`src/rtl/eeslv_pkg.sv`:
```
package eeslv_pkg;

    localparam int BYTE_W  = 8;
    localparam int STRAP_W = 3;
    localparam int BIT_CW  = $clog2(BYTE_W + 1);

    localparam logic [3:0] FAM_MEM  = 4'b1010;
    localparam logic [3:0] FAM_PROT = 4'b0110;

    typedef enum logic [3:0] {
        ST_IDLE,
        ST_DEVADDR,
        ST_WORDADDR,
        ST_WDATA,
        ST_ACK,
        ST_RDATA,
        ST_RACK,
        ST_IGNORE
    } eng_state_e;

endpackage

```
`src/rtl/eeslv_line_sync.sv`:
```
module eeslv_line_sync #(
    parameter int STAGES = 2
) (
    input  logic clk,
    input  logic rst_n,
    input  logic scl_in,
    input  logic sda_in,
    output logic sda_s,
    output logic scl_rise,
    output logic scl_fall,
    output logic start_det,
    output logic stop_det
);

    localparam int NLINES = 2;

    logic [NLINES-1:0] raw;
    logic [NLINES-1:0] synced;
    logic              scl_q;
    logic              sda_q;
    logic              scl_s;

    assign raw = {scl_in, sda_in};

    for (genvar i = 0; i < NLINES; i++) begin : g_line
        logic [STAGES-1:0] chain;
        always_ff @(posedge clk or negedge rst_n) begin
            if (!rst_n) chain <= '1;
            else        chain <= {chain[STAGES-2:0], raw[i]};
        end
        assign synced[i] = chain[STAGES-1];
    end

    assign scl_s = synced[1];
    assign sda_s = synced[0];

    always_ff @(posedge clk or negedge rst_n) begin
        if (!rst_n) begin
            scl_q <= 1'b1;
            sda_q <= 1'b1;
        end else begin
            scl_q <= scl_s;
            sda_q <= sda_s;
        end
    end

    assign scl_rise  =  scl_s && !scl_q;
    assign scl_fall  = !scl_s &&  scl_q;
    assign start_det =  scl_s &&  scl_q &&  sda_q && !sda_s;
    assign stop_det  =  scl_s &&  scl_q && !sda_q &&  sda_s;

endmodule

```
`src/rtl/eeslv_busy_timer.sv`:
```
module eeslv_busy_timer #(
    parameter int CYCLES = 5000
) (
    input  logic clk,
    input  logic rst_n,
    input  logic kick,
    output logic busy
);

    localparam int CW = $clog2(CYCLES + 1);

    logic [CW-1:0] cnt_q;

    always_ff @(posedge clk or negedge rst_n) begin
        if (!rst_n)           cnt_q <= '0;
        else if (kick)        cnt_q <= CW'(CYCLES);
        else if (cnt_q != '0) cnt_q <= cnt_q - 1'b1;
    end

    assign busy = (cnt_q != '0);

endmodule

```
`src/rtl/eeslv_engine.sv`:
```
module eeslv_engine
    import eeslv_pkg::*;
#(
    parameter int BUSY_CYCLES = 5000,
    parameter int SYNC_STAGES = 2
) (
    input  logic               clk,
    input  logic               rst_n,
    input  logic               scl_in,
    input  logic               sda_in,
    input  logic [STRAP_W-1:0] strap,
    input  logic               wr_grant,
    input  logic [BYTE_W-1:0]  rd_data,
    output logic               sda_oe,
    output logic               addr_load,
    output logic [BYTE_W-1:0]  addr_byte,
    output logic               data_strobe,
    output logic [BYTE_W-1:0]  data_byte,
    output logic               commit,
    output logic               rd_next,
    output logic               prot_cmd,
    output logic               busy
);

    logic sda_s, scl_rise, scl_fall, start_det, stop_det;

    eeslv_line_sync #(.STAGES(SYNC_STAGES)) u_sync (
        .clk       (clk),
        .rst_n     (rst_n),
        .scl_in    (scl_in),
        .sda_in    (sda_in),
        .sda_s     (sda_s),
        .scl_rise  (scl_rise),
        .scl_fall  (scl_fall),
        .start_det (start_det),
        .stop_det  (stop_det)
    );

    eeslv_busy_timer #(.CYCLES(BUSY_CYCLES)) u_busy (
        .clk   (clk),
        .rst_n (rst_n),
        .kick  (commit),
        .busy  (busy)
    );

    eng_state_e         state_q, state_d, ret_q;
    logic [BYTE_W-1:0]  shreg_q;
    logic [BIT_CW-1:0]  bitcnt_q;
    logic               wrote_q;
    logic               mack_q;
    logic               byte_full;
    logic               dev_match;
    logic               fam_ok;

    assign byte_full = (bitcnt_q == BIT_CW'(BYTE_W));
    assign fam_ok    = (shreg_q[7:4] == FAM_MEM) || (shreg_q[7:4] == FAM_PROT);
    assign dev_match = fam_ok && (shreg_q[3:1] == strap);

    // state register
    always_ff @(posedge clk or negedge rst_n) begin
        if (!rst_n) state_q <= ST_IDLE;
        else        state_q <= state_d;
    end

    // next state
    always_comb begin
        state_d = state_q;
        if (busy) begin
            state_d = ST_IDLE;
        end else if (start_det) begin
            state_d = ST_DEVADDR;
        end else if (stop_det) begin
            state_d = ST_IDLE;
        end else begin
            unique case (state_q)
                ST_IDLE, ST_IGNORE: ;
                ST_DEVADDR:
                    if (scl_fall && byte_full) state_d = dev_match ? ST_ACK : ST_IGNORE;
                ST_WORDADDR, ST_WDATA:
                    if (scl_fall && byte_full) state_d = ST_ACK;
                ST_ACK:
                    if (scl_fall) state_d = ret_q;
                ST_RDATA:
                    if (scl_fall && byte_full) state_d = ST_RACK;
                ST_RACK:
                    if (scl_fall) state_d = mack_q ? ST_RDATA : ST_IGNORE;
                default: state_d = ST_IDLE;
            endcase
        end
    end

    // byte datapath
    always_ff @(posedge clk or negedge rst_n) begin
        if (!rst_n) begin
            shreg_q  <= '0;
            bitcnt_q <= '0;
            ret_q    <= ST_IDLE;
            wrote_q  <= 1'b0;
            mack_q   <= 1'b0;
            prot_cmd <= 1'b0;
        end else if (busy || start_det || stop_det) begin
            bitcnt_q <= '0;
            wrote_q  <= 1'b0;
            mack_q   <= 1'b0;
            prot_cmd <= 1'b0;
        end else begin
            unique case (state_q)
                ST_DEVADDR, ST_WORDADDR, ST_WDATA: begin
                    if (scl_rise) begin
                        shreg_q  <= {shreg_q[BYTE_W-2:0], sda_s};
                        bitcnt_q <= bitcnt_q + 1'b1;
                    end else if (scl_fall && byte_full) begin
                        bitcnt_q <= '0;
                        if (state_q == ST_DEVADDR) begin
                            ret_q    <= shreg_q[0] ? ST_RDATA : ST_WORDADDR;
                            prot_cmd <= dev_match && (shreg_q[7:4] == FAM_PROT);
                        end else begin
                            ret_q <= ST_WDATA;
                            if (state_q == ST_WDATA) wrote_q <= 1'b1;
                        end
                    end
                end
                ST_ACK: begin
                    if (scl_fall && ret_q == ST_RDATA) begin
                        shreg_q  <= rd_data;
                        bitcnt_q <= '0;
                    end
                end
                ST_RDATA: begin
                    if (scl_rise) begin
                        bitcnt_q <= bitcnt_q + 1'b1;
                    end else if (scl_fall) begin
                        if (byte_full) bitcnt_q <= '0;
                        else           shreg_q  <= {shreg_q[BYTE_W-2:0], 1'b0};
                    end
                end
                ST_RACK: begin
                    if (scl_rise) begin
                        mack_q <= !sda_s;
                    end else if (scl_fall && mack_q) begin
                        shreg_q  <= rd_data;
                        bitcnt_q <= '0;
                    end
                end
                default: ;
            endcase
        end
    end

    // outputs
    always_ff @(posedge clk or negedge rst_n) begin
        if (!rst_n) begin
            sda_oe      <= 1'b0;
            addr_load   <= 1'b0;
            addr_byte   <= '0;
            data_strobe <= 1'b0;
            data_byte   <= '0;
            commit      <= 1'b0;
            rd_next     <= 1'b0;
        end else begin
            addr_load   <= 1'b0;
            data_strobe <= 1'b0;
            commit      <= 1'b0;
            rd_next     <= 1'b0;
            if (busy) begin
                sda_oe <= 1'b0;
            end else begin
                sda_oe <= (state_q == ST_ACK) ||
                          (state_q == ST_RDATA && !shreg_q[BYTE_W-1]);
                commit <= stop_det && wrote_q && wr_grant;
                if (!start_det && !stop_det && scl_fall && byte_full) begin
                    if (state_q == ST_WORDADDR) begin
                        addr_load <= 1'b1;
                        addr_byte <= shreg_q;
                    end
                    if (state_q == ST_WDATA) begin
                        data_strobe <= 1'b1;
                        data_byte   <= shreg_q;
                    end
                end
                rd_next <= !start_det && !stop_det && scl_fall &&
                           ((state_q == ST_ACK && ret_q == ST_RDATA) ||
                            (state_q == ST_RACK && mack_q));
            end
        end
    end

endmodule

```
`config.mk`:
```
export PLATFORM = sky130hd
export DESIGN_NAME = eeslv_engine
export DESIGN_NICKNAME = d
export VERILOG_FILES = /design/src/rtl/eeslv_pkg.sv /design/src/rtl/eeslv_line_sync.sv /design/src/rtl/eeslv_busy_timer.sv /design/src/rtl/eeslv_engine.sv
export SDC_FILE = /design/constraint.sdc
export NUM_CORES = 1
export LEC_CHECK = 0
export BUFFER_PORTS_ARGS = -buffer_cell sky130_fd_sc_hd__buf_2
export CAP_MARGIN = 30
export CORE_ASPECT_RATIO = 1.4
export CORE_MARGIN = 3
export CORE_UTILIZATION = 45
export DETAILED_ROUTE_END_ITERATION = 6
export PLACE_DENSITY = 0.67
export SYNTH_ARGS = -nofsm -noshare
export SYNTH_HDL_FRONTEND = slang
export SYNTH_SLANG_ARGS = --single-unit
```
`constraint.sdc`:
```
create_clock -name clk -period 2.5 [get_ports clk]
set_input_delay 0.375 -clock clk [delete_from_list [all_inputs] [get_ports clk]]
set_output_delay 0.375 -clock clk [all_outputs]
set_load 0.03 [all_outputs]
```
# [Word-level counts from Yosys, hierarchy flattened]
# Index checks and enable logic that the tools add are counted.
[totals] reg_bits=63 output_inout_bits=23 input_bits=16
[classes] n_addsub=2 bitwise=3 n_reduce_logical=56 n_eq_ne=33 mux=56
[op_table] operator="$mux 4" count=17
[op_table] operator="$mux 8" count=7
[op_table] operator="$pmux 8 s4" count=1
[op_table] operator="$mux 13" count=2
[op_table] operator="$ne 5x5->1 const B" count=5
[op_table] operator="$eq 4x3->1 const B" count=6
[op_table] operator="$pmux 4 s6" count=1
[op_table] operator="$mux 1" count=23
[op_table] operator="$logic_and 1x1->1" count=21
[op_table] operator="$ne 2x2->1 const B" count=8
[op_table] operator="$ne 4x4->1 const B" count=4
[op_table] operator="$pmux 4 s4" count=1
[op_table] operator="$reduce_bool 2->1" count=7
[op_table] operator="$reduce_bool 13->1" count=1
[op_table] operator="$sub 13x1->13 const B" count=1
[op_table] operator="$ne 3x3->1 const B" count=3
[op_table] operator="$reduce_and 9->1" count=1
[op_table] operator="$eq 4x2->1 const B" count=2
[op_table] operator="$eq 4x4->1 const B" count=2
[op_table] operator="$reduce_and 4->1" count=2
[op_table] operator="$logic_not 1->1" count=7
[op_table] operator="$reduce_and 7->1" count=1
[op_table] operator="$mux 3" count=2
[op_table] operator="$reduce_and 3->1" count=2
[op_table] operator="other kinds (15)" count=23

# [Logic depth before layout (Yosys ltp)]
[logic_depth] ltp_word=9 mapped_depth=9 ltp_nobuf=8

# [Modules after synthesis]
# Synthesis repeated with hierarchy kept, for this count alone.
[hier_totals] cells_unflattened=281 area_unflattened_um2=3061.7
[by_module_without_submodules] mod="eeslv_engine" cells_per_inst=197 n_inst=1 area_each_um2=2164.6 seq_area_each_um2=1051.0
[by_module_without_submodules] mod="eeslv_busy_timer" cells_per_inst=74 n_inst=1 area_each_um2=706.9 seq_area_each_um2=325.3
[by_module_without_submodules] mod="eeslv_line_sync" cells_per_inst=10 n_inst=1 area_each_um2=190.2 seq_area_each_um2=157.7

# [Least setup slack after synthesis]
# OpenSTA, ideal clock, no wires.
[synth_path] path_type="register to register" startpoint="reg u_sync.scl_q" endpoint="reg bitcnt_q[3]" n_path_buf=0 path_slack_ps=359 arrival_ps=2045 required_time_ps=2405 stages_incl_launch_ff=8 period_less_slack_ps=2141 path_cell_list="dfstp_2 -> inv_1 -> ha_1 -> nand2b_1 -> o311ai_4 -> o221ai_2 -> or3b_1 -> o31ai_1"
[synth_between] elab_chain_len=7
[synth_lines] element="from (decl)" line="eeslv_line_sync.sv:19" text="logic scl_q;"
[synth_lines] element="from (signal assigned)" line="eeslv_line_sync.sv:42" text="scl_q <= scl_s;"
[synth_lines] element="$logic_and 1x1->1" line="eeslv_line_sync.sv:49, eeslv_line_sync.sv:50"
[synth_lines] element="$logic_and 1x1->1 (2 in a row)" line="eeslv_line_sync.sv:49" text="assign start_det = scl_s && scl_q && sda_q && !sda_s;"
[synth_lines] element="$logic_or 1x1->1 (2 in a row)" line="eeslv_engine.sv:101" text="end else if (busy || start_det || stop_det) begin"
[synth_lines] element="$ne 4x4->1 (no source line) (tied with other cells)"
[synth_lines] element="$reduce_and 7->1 (no source line)"
[synth_lines] element="to (signal assigned)" line="eeslv_engine.sv:111" text="bitcnt_q <= bitcnt_q + 1'b1;"
[synth_lines] element="to (signal assigned)" line="eeslv_engine.sv:131" text="bitcnt_q <= bitcnt_q + 1'b1;"
[synth_lines] element="to (decl)" line="eeslv_engine.sv:48" text="logic [BIT_CW-1:0] bitcnt_q;"
# Several ways; a longest one is shown, not always the timed one.
# A chain may end at the register's enable or synchronous reset.

# [Worst setup path after layout]
[layout_path] startpoint="reg u_busy.cnt_q[8]" endpoint="out busy"
[layout_between] elab_chain_len=1
[layout_lines] element="from (decl)" line="eeslv_busy_timer.sv:12" text="logic [CW-1:0] cnt_q;"
[layout_lines] element="from (signal assigned)" line="eeslv_busy_timer.sv:16" text="else if (kick) cnt_q <= CW'(CYCLES);"
[layout_lines] element="from (signal assigned)" line="eeslv_busy_timer.sv:17" text="else if (cnt_q != '0) cnt_q <= cnt_q - 1'b1;"
[layout_lines] element="$reduce_bool 13->1" line="eeslv_busy_timer.sv:20" text="assign busy = (cnt_q != '0);"
[layout_lines] element="to (decl)" line="eeslv_engine.sv:22" text="output logic busy"
# No other way between the ends.

==> out/results.tsv <==
metric	value	unit
GPL Wtd Cong	0.893	
reg-to-reg endpoint	bitcnt_q[3]$_DFFE_PN0P_	
Post-DRT Antenna Nets	0	
ant diodes	0	
drt pass-1 iters	5	
port buffer count	38	
vias in the first global route	2372	
Max Cap Viol	0	
vias per cell	5.24	
CP max stage cell	dfrtp_1	
syn_nets	317	
first-pass GRT wire length	11400	um
Clock power frac	0.330	
total grt overflow	0	
Syn-to-layout area delta	16.8	%
CP delay by family, top	simple AND/OR/NAND/NOR gates	
clock latency on the worst-skew pair	0.34	ns
CP cell instances	nor4_2 > and4_1 > inv_2 > buf_2	
Final Core Density	0.545	
WP data arrival	1.95	ns
CP Class	register to output port	
Net Sw Power	0.880	mW
share of post-route cells with drive strength above 1	0.295	
met1 Track Usage GR	0.215	
post-cts gate resize count	0	
Remaining DRCs	0	
post-route minimum period	2.33	ns
status	finished clean	
vias	2293	
CP Max Fanout	10	
met2 usage	0.309	
Setup-failing EPs final	0	
sequential fraction of design power	0.475	
Fin Clk Skew	0.00727	ns
Layout Nets	364	
syn avg cell area	10.5	sq um
Cell Area, Synth	0.00308	sq mm
grt met3 use	0.0407	
post-synthesis sequential area ratio	0.498	
FMAX	430	MHz
DRT iter0 DRCs	70	
worst vdd ir	0.457	mV
most frequent cells in the layout	dfrtp_1, buf_2, nand2_1	
setup TNS	0	ns
Int Pwr	1.80	mW
Combinational Power Share	0.196	
Clock Pin Slew Worst Setup and Hold Paths	0.07	ns
I/O pin total	39	
Max clock buf depth	2	
grt peak-use layer	met2	
FF-to-FF Start	u_sync.scl_q$_DFF_PN1_	
switch share	0.329	
hold_buf cts	0	
CP endpoint kind	output port	
DIE HEIGHT	104	um
type of origin of the critical path	register	
H-tree levels	3	
chip width	76.0	um
Final Slew Violations	0	
R2R cell count	7	
Worst R2R Setup Slack	0.18	ns
endpoints failing hold	0	
largest net degree at the start of global routing	34	
placed wire-length estimate	4750	um
initial antenna violation count	0	
yosys synthesis warning count	0	
worst min-delay path category	input pin to asynchronous set/reset pin	
wire per inst	14.7	um
leakage	1.77	nW
Synth Instances	294	
CTS tree	built	
critical path data required time	2.12	ns
gr usage total	0.178	
Max-slew headroom	0.553	
root buffer cell	clkbuf_8	
worst-margin pin slew	0.671	ns
Critical path buffers and inverters	2	
commonest non-fill, non-tap cell in the layout	dfrtp_1	
final wirelength	6420	um
Placeable Area	0.00661	sq mm
Cell variety after synth	51	
fin crit share	0.931	
Post-CTS Setup Inserts	0	
total die area	0.00789	sq mm
Power Density	744	mW/mm^2
Site Rows	35	
Initial Util	0.466	
RSZ-0062 raised after global routing	no	
Clock Sinks	61	
Final Hold Slack	0.0723	ns
flops & latches, synth	61	
TritonCTS Buffers	9	
max incr delay on CP	0.45	ns
==> Yosys cell counts, drive strengths merged <==
cell type  instances  share of area
o21a               1         0.0024
clkbuf             6         0.0073
or3b               1         0.0028
o211a              1         0.0032
o311ai             2          0.011
a22o               1         0.0028
o41ai              1         0.0028
nand2b             9          0.018
ha                 7          0.028
or4                2         0.0049
dfstp              6          0.051
and4b              1         0.0032
nand4              3         0.0061
or2                2         0.0041
mux2              25          0.091
inv               15          0.018
and3b              1         0.0028
a21oi             12          0.019
nand3             17          0.032
xnor2              5          0.014
o221ai             1         0.0049
dfrtp             55           0.45
o31ai              3         0.0073
o21ai             10          0.016
and2               3         0.0073
nand2             34          0.041
mux2i              2         0.0065
nor2b              2         0.0041
o2111ai            2         0.0057
a31oi              2         0.0041
nand3b             5          0.012
and4               1         0.0028
and3               2         0.0041
nor3               6         0.0097
nand4b             3         0.0085
nor4               4          0.015
or3                1         0.0020
o211ai             3         0.0073
buf                2         0.0061
xor2               9          0.026
a211oi             3         0.0073
nor2              23          0.029
==> power groups by stage <==
| stage | clock network [mW] | logic, mW | registers (mW) |
|---|---|---|---|
| after detailed placement | 0 | 0.526 | 1.29 |
| final | 0.882 | 0.524 | 1.27 |
| after floorplan | 0 | 0.409 | 1.22 |
| after global placement | 0 | 0.519 | 1.29 |
| after CTS | 0.907 | 0.529 | 1.27 |
| after global routing | 0.945 | 0.598 | 1.30 |
==> flip-flops by register name, indices dropped and copies added (netlist names), 3 cells and up <==
signal / count
addr_byte: 8
bitcnt_q: 4
data_byte: 8
ret_q: 3
shreg_q: 8
state_q: 3
u_busy.cnt_q: 13
u_sync.g_line.chain: 4
==> how the worst max path moves through the flow <==
stage / endpoint / slack [ns] / from / cells after the start
finish: busy / 0.17 / u_busy.cnt_q[8]$_DFFE_PN0P_ / 4
global route: busy / 0.04 / u_busy.cnt_q[0]$_DFFE_PN0P_ / 6
CTS: busy / 0.15 / u_busy.cnt_q[3]$_DFFE_PN0P_ / 4
detailed placement: bitcnt_q[3]$_DFFE_PN0P_ / 0.16 / u_sync.scl_q$_DFF_PN1_ / 7
global placement: bitcnt_q[3]$_DFFE_PN0P_ / 0.28 / u_sync.scl_q$_DFF_PN1_ / 7
floorplan: bitcnt_q[3]$_DFFE_PN0P_ / 0.36 / u_sync.scl_q$_DFF_PN1_ / 7
==> routing by layer <==
metal  wire [um]  share of wire
met2        3290           0.51
met1        2790           0.43
met3         220          0.034
met5           0              0
met4         122          0.019
==> through the flow <==
stage	instance area [sq um]	instances	power [mW]	setup slack, ns
after floorplan	3080	294	1.63	0.359
after global placement	3400	422	1.81	0.283
after detailed placement	3400	422	1.82	0.157
after CTS	3600	438	2.71	0.150
after global routing	3600	438	2.84	0.0406
final	3600	438	2.68	0.173
==> cell families (layout without fill, tap and decap cells) <==
logic type	Yosys count	count (layout)	synth area share
and+or+nand+nor	120	120	0.210
DFF	61	61	0.498
AOI/OAI and AO/OA	42	42	0.0950
muxes	27	27	0.0978
buffers and inverters	23	75	0.0317
xor gates and xnor gates	14	14	0.0398
adders and majority gates	7	7	0.0284
==> layout make-up <==
| type | count | area [sq um] |
|---|---|---|
| multi-input cells | 210 | 1450 |
| well taps | 92 | 115 |
| clock inverters | 7 | 72.6 |
| flip-flops and latches | 61 | 1530 |
| clock buffers | 9 | 124 |
| fillers | 588 | 3010 |
| inverters | 15 | 56.3 |
| repair buffers | 44 | 248 |
No activity file was read; power rests on OpenSTA's default activity.
